## src/rtl/rinv_pkg.sv

```systemverilog
package rinv_pkg;

    typedef enum logic [2:0] {
        S_IDLE  = 3'd0,
        S_PRE   = 3'd1,
        S_ISSUE = 3'd2,
        S_WAIT  = 3'd3,
        S_FIN   = 3'd4,
        S_HAND  = 3'd5
    } seq_state_e;

endpackage

```

## src/rtl/rinv_range_prep.sv

```systemverilog
module rinv_range_prep #(
    parameter int AW         = 32,
    parameter int LINE_SHIFT = 4
) (
    input  logic [AW-1:0] raw_start,
    input  logic [AW-1:0] raw_end,
    input  logic          wb_mode,
    output logic          redirect,
    output logic          empty,
    output logic [AW-1:0] start_r,
    output logic [AW-1:0] end_r,
    output logic [AW-1:0] len
);
    localparam logic [AW-1:0] LINE_LOW = AW'((64'd1 << LINE_SHIFT) - 64'd1);

    logic start_off;
    logic end_off;
    logic [AW-1:0] end_up;

    always_comb begin
        start_off = |(raw_start & LINE_LOW);
        end_off   = |(raw_end & LINE_LOW);
        redirect  = wb_mode && (start_off || end_off);
        end_up    = raw_end + LINE_LOW;
        start_r   = raw_start & ~LINE_LOW;
        end_r     = end_up & ~LINE_LOW;
        empty     = (end_r <= start_r);
        len       = end_r - start_r;
    end

endmodule

```

## src/rtl/rinv_blk_sel.sv

```systemverilog
module rinv_blk_sel #(
    parameter int AW = 32
) (
    input  logic [AW-1:0] cur_addr,
    input  logic [AW-1:0] remain,
    output logic [AW-1:0] blk
);
    localparam logic [AW-1:0] ONE = AW'(1);

    logic [AW-1:0] low_pow;
    logic [AW-1:0] top_pow;
    logic [AW-1:0] cand;

    // highest set bit of the remaining length, one leg per bit position
    for (genvar gi = 0; gi < AW; gi++) begin : g_msb
        if (gi == AW - 1) begin : g_top
            assign top_pow[gi] = remain[gi];
        end else begin : g_rest
            assign top_pow[gi] = remain[gi] & ~(|remain[AW-1:gi+1]);
        end
    end

    always_comb begin
        low_pow = cur_addr & (~cur_addr + ONE);
        cand    = (cur_addr == '0) ? remain : low_pow;
        blk     = (remain > cand) ? cand : top_pow;
    end

endmodule

```

## src/rtl/range_inv_seq.sv

```systemverilog
module range_inv_seq
    import rinv_pkg::*;
#(
    parameter int AW         = 32,
    parameter int LINE_SHIFT = 4,
    parameter int INV_BIT    = 0
) (
    input  logic          clk,
    input  logic          rst_n,
    input  logic          req_valid,
    input  logic [AW-1:0] req_start,
    input  logic [AW-1:0] req_end,
    input  logic          wb_mode,
    output logic          req_ready,
    input  logic          eng_busy,
    output logic          cmd_valid,
    output logic [AW-1:0] cmd_word,
    output logic [AW-1:0] cmd_mask,
    output logic          flush_req,
    output logic [AW-1:0] flush_start,
    output logic [AW-1:0] flush_end,
    output logic          done
);
    localparam logic [AW-1:0] ONE      = AW'(1);
    localparam logic [AW-1:0] INV_FLAG = ONE << INV_BIT;

    typedef struct packed {
        seq_state_e    state;
        logic [AW-1:0] addr;
        logic [AW-1:0] fin;
        logic [AW-1:0] remain;
        logic [AW-1:0] blk;
    } seq_regs_t;

    seq_regs_t r_d, r_q;

    logic          redirect;
    logic          empty;
    logic [AW-1:0] start_r;
    logic [AW-1:0] end_r;
    logic [AW-1:0] len;
    logic [AW-1:0] blk_sz;
    logic [AW-1:0] remain_cur;

    rinv_range_prep #(.AW(AW), .LINE_SHIFT(LINE_SHIFT)) i_prep (
        .raw_start (req_start),
        .raw_end   (req_end),
        .wb_mode   (wb_mode),
        .redirect  (redirect),
        .empty     (empty),
        .start_r   (start_r),
        .end_r     (end_r),
        .len       (len)
    );

    rinv_blk_sel #(.AW(AW)) i_blk (
        .cur_addr (r_q.addr),
        .remain   (r_q.remain),
        .blk      (blk_sz)
    );

    always_comb begin
        r_d = r_q;
        unique case (r_q.state)
            S_IDLE: begin
                if (req_valid) begin
                    if (redirect) begin
                        r_d.state = S_HAND;
                        r_d.addr  = req_start;
                        r_d.fin   = req_end;
                    end else if (empty) begin
                        r_d.state = S_FIN;
                    end else begin
                        r_d.state  = S_PRE;
                        r_d.addr   = start_r;
                        r_d.fin    = end_r;
                        r_d.remain = len;
                    end
                end
            end
            S_PRE: begin
                if (!eng_busy) begin
                    r_d.state = S_ISSUE;
                end
            end
            S_ISSUE: begin
                r_d.blk   = blk_sz;
                r_d.state = S_WAIT;
            end
            S_WAIT: begin
                if (!eng_busy) begin
                    r_d.addr   = r_q.addr + r_q.blk;
                    r_d.remain = r_q.remain - r_q.blk;
                    r_d.state  = (r_q.remain == r_q.blk) ? S_FIN : S_ISSUE;
                end
            end
            S_FIN:   r_d.state = S_IDLE;
            S_HAND:  r_d.state = S_IDLE;
            default: r_d.state = S_IDLE;
        endcase
    end

    always_ff @(posedge clk or negedge rst_n) begin
        if (!rst_n) begin
            r_q <= '{state: S_IDLE, default: '0};
        end else begin
            r_q <= r_d;
        end
    end

    assign remain_cur  = r_q.remain;
    assign req_ready   = (r_q.state == S_IDLE);
    assign cmd_valid   = (r_q.state == S_ISSUE);
    assign cmd_word    = r_q.addr | INV_FLAG;
    assign cmd_mask    = ~(blk_sz - ONE);
    assign flush_req   = (r_q.state == S_HAND);
    assign flush_start = r_q.addr;
    assign flush_end   = r_q.fin;
    assign done        = (r_q.state == S_FIN);

endmodule

```

## config.mk

```make
export PLATFORM = sky130hd
export DESIGN_NAME = range_inv_seq
export DESIGN_NICKNAME = d
export VERILOG_FILES = /design/src/rtl/rinv_pkg.sv /design/src/rtl/rinv_range_prep.sv /design/src/rtl/rinv_blk_sel.sv /design/src/rtl/range_inv_seq.sv
export SDC_FILE = /design/constraint.sdc
export NUM_CORES = 1
export LEC_CHECK = 0
export BUFFER_PORTS_ARGS = -buffer_cell sky130_fd_sc_hd__buf_2
export CAP_MARGIN = 40
export CORE_AREA = 2 2 207 209
export DETAILED_ROUTE_END_ITERATION = 8
export DIE_AREA = 0 0 209 211
export HOLD_SLACK_MARGIN = 0.06
export PLACE_DENSITY = 0.51
export REMOVE_ABC_BUFFERS = 1
export SLEW_MARGIN = 40
export SYNTH_ARGS = -nofsm -noshare
export SYNTH_HDL_FRONTEND = slang
export SYNTH_SLANG_ARGS = --single-unit
export TNS_END_PERCENT = 50
```

## constraint.sdc

```tcl
create_clock -name clk -period 6 [get_ports clk]
set_input_delay 0.3 -clock clk [delete_from_list [all_inputs] [get_ports clk]]
set_output_delay 0.3 -clock clk [all_outputs]
set_load 0.02 [all_outputs]
```

==> results.ini <==
[yosys]
netlist_area_um2 = 14500
ys_async_sr_fraction_pct = 100
synth_seq_cells = 131
avgSynthCellArea_um2 = 7.64
synth-main-ff-cell = dfrtp_1
synth_edf_count = 0
syn-instance-count = 1892
ys_types = 82
yosysSeqAreaShare_pct = 22.7
yosys_warnings = 0

[critical_path]
reg2reg_slack_ns = 0.87
r2r_start = flush_start[5]
critPathArrivalTime_ns = 5.98
slowest_delay_ns = 0.54
rr_worst_depth = 22
path_max_fanout = 5
required_ns = 5.70
cp-start-kind = flip-flop
critPathMostFrequentCell = buf_6
crit_path_end_kind = output port
rr_endpoint = r_q[30]
critPathKind = flip-flop to output port
cp_slowest_cell = or4_4

[floorplanning]
die_y_um = 211
io_pins = 201
start_util_pct = 34.6
die_area_um2 = 44100
num_rows = 75
fp.dieW_um = 209
design.core.area_um2 = 41800

[global_route]
grt_pass1_vias = 13400
antenna_found_initial = 0
grt_usage_pct = 23.6
grt_first_pass_wirelength_um = 79600
grt_max_degree = 82
grt-ovfl-total = 0

[placed_design]
hpwl_um = 41500
pre_cts_ws_ns = -0.290
portBuffers = 199
routabilityCongestion = 0.947

[cts]
clkTransAtPathRegs_ns = 0.06
insertion_delay_ns = 0.45
cts_tree = done
cts_max_path_buffers = 2
cts.sinks = 131
cts_max_level = 4
cts_inserted_buffers = 17
cts-root-buf = clkbuf_16

[timing]
finalSetupViolCount = 12
setup_slack_ns = -0.277
clock_skew_ns = 0.0119
rsz0062_at_grt = yes
finalCriticalPeriod_ns = 6.28
worstMarginPinSlew_ns = 0.846
hold_viol = 0
slew_violations = 0
fmax_mhz = 159
relSlewSlack_pct = 43.6
period_share_pct = 105

[hold_path]
whs_path_depth = 3
worst_hold_path_type = primary input to flip-flop
hp-start = req_end[2]
holdPathEnd = flush_end[2]

[layout]
syn_to_final_growth_pct = 18.3
diodes = 0
layout_common_cells = nor2_1, buf_2, a21oi_1
drive_above_1_share_pct = 20.9
n_fill_cell = 4318
layout_commonest_cell = nor2_1
final_nets = 2257

[routing]
num_vias = 14400
drt_iter0_markers = 1135
ant_nets = 0
wl_per_cell_um = 20.2
drc = 0
routed_wirelength_um = 52800
viasPerCell = 5.50
drtPass1Iterations = 5

[run_status]
failed_checks = setup timing
outcome = complete, but fails checks

[power]
p_leak_nw = 7.57
fin_total_pwr_mw = 11.6
vdd_drop_max_uv = 278
pwr_density_cell_nw_per_um2 = 677

[job]
maxCapViolations = 0

==> how the worst max path moves through the flow <==
stage                              start  slack [ns]            to
after floorplan           flush_start[5]       -1.86  cmd_mask[28]
after global placement    flush_start[5]       -0.20  cmd_mask[26]
after detailed placement  flush_start[5]       -0.29  cmd_mask[26]
after CTS                 flush_start[3]       -0.40  cmd_mask[26]
after global routing      flush_start[5]       -0.59  cmd_mask[28]
final                     flush_start[5]       -0.28  cmd_mask[26]
==> per-stage QoR <==
step / hold slack, ns / instance area [um2] / std cells / setup TNS [ns] / util (%)
global route: 0.106 / 17100 / 2613 / -6.35 / 41.0
detailed placement: 0.424 / 15900 / 2558 / -1.39 / 38.1
finish: 0.0936 / 17100 / 2613 / -2.19 / 41.0
CTS: 0.0733 / 16700 / 2603 / -3.07 / 40.1
floorplan: 0.00441 / 13400 / 1717 / -38.39 / -
global placement: 0.428 / 15900 / 2558 / -0.841 / 38.1
==> sequential cells by signal, summed over array words and instances, names as in the netlist <==
signal and cells:
flush_end 32, remain_cur 32, flush_start 32, r_q 35
==> logic make-up after synthesis <==
group / count (synthesis) / synth area share [%]
and+or+nand+nor: 643 / 21.4
AOI/OAI and AO/OA: 535 / 23.9
buffers and inverters: 281 / 10.1
xor gates and xnor gates: 162 / 9.81
DFF: 131 / 22.7
adders and majority gates: 126 / 11.1
muxes: 13 / 0.995
other: 1 / 0.0259
==> final cells by class <==
class | instances | area, um2 | area share, %
multi-input combinational | 1480 | 9990 | 58.4
sequential | 131 | 3280 | 19.2
timing repair buffer | 326 | 2160 | 12.6
tap | 539 | 674 | 3.94
clock buffer | 19 | 443 | 2.59
inverter | 106 | 398 | 2.33
clock inverter | 12 | 159 | 0.929
==> synthesized netlist by cell type (all sizes together) (37+ instances only) <==
cell / count / share of area (%)
a21oi: 182 / 6.3
dfrtp: 131 / 23
inv: 106 / 2.8
xnor2: 88 / 5.3
xor2: 74 / 4.5
buf: 115 / 5.8
clkbuf: 60 / 1.6
nor2: 243 / 6.3
nand2: 122 / 3.2
a31oi: 37 / 1.6
ha: 123 / 11
nor3: 38 / 1.4
nand3: 70 / 2.4
o21ai: 93 / 3.2
==> per-layer routing <==
layer	global-route usage, %	vias up	part of all wire (%)
met5	0	-	0
met4	6.65	0	2.0
met3	2.62	46	5.8
met2	36.5	445	44
li1	-	7058	-
met1	34.6	6832	48
==> critical path, delay by kind of cell (launching register included) <==
kind,cells,cell delay (ns)
muxes,1,0.15
and+or+nand+nor,10,2.36
adders and majority gates,2,0.58
buffers and inverters,7,0.95
DFF,1,0.37
xor gates and xnor gates,1,0.15
AOI/OAI and AO/OA,5,0.96
==> report_power, final <==
group | switching (mW) | internal [mW]
Clock | 0.458 | 0.663
Sequential | 0.521 | 1.31
Combinational | 5.14 | 3.48
==> repair_timing <==
item | 4_1_cts | 5_1_grt
gates resized for setup | 34 | 53
endpoints found under the hold margin | 80 | 0
hold buffers | 1 | 0
gates cloned | 0 | 3
buffers inserted | 14 | 10
setup endpoints to repair | 18 | 21
pin swaps | 18 | 20
(Power assumes the default switching activity.)
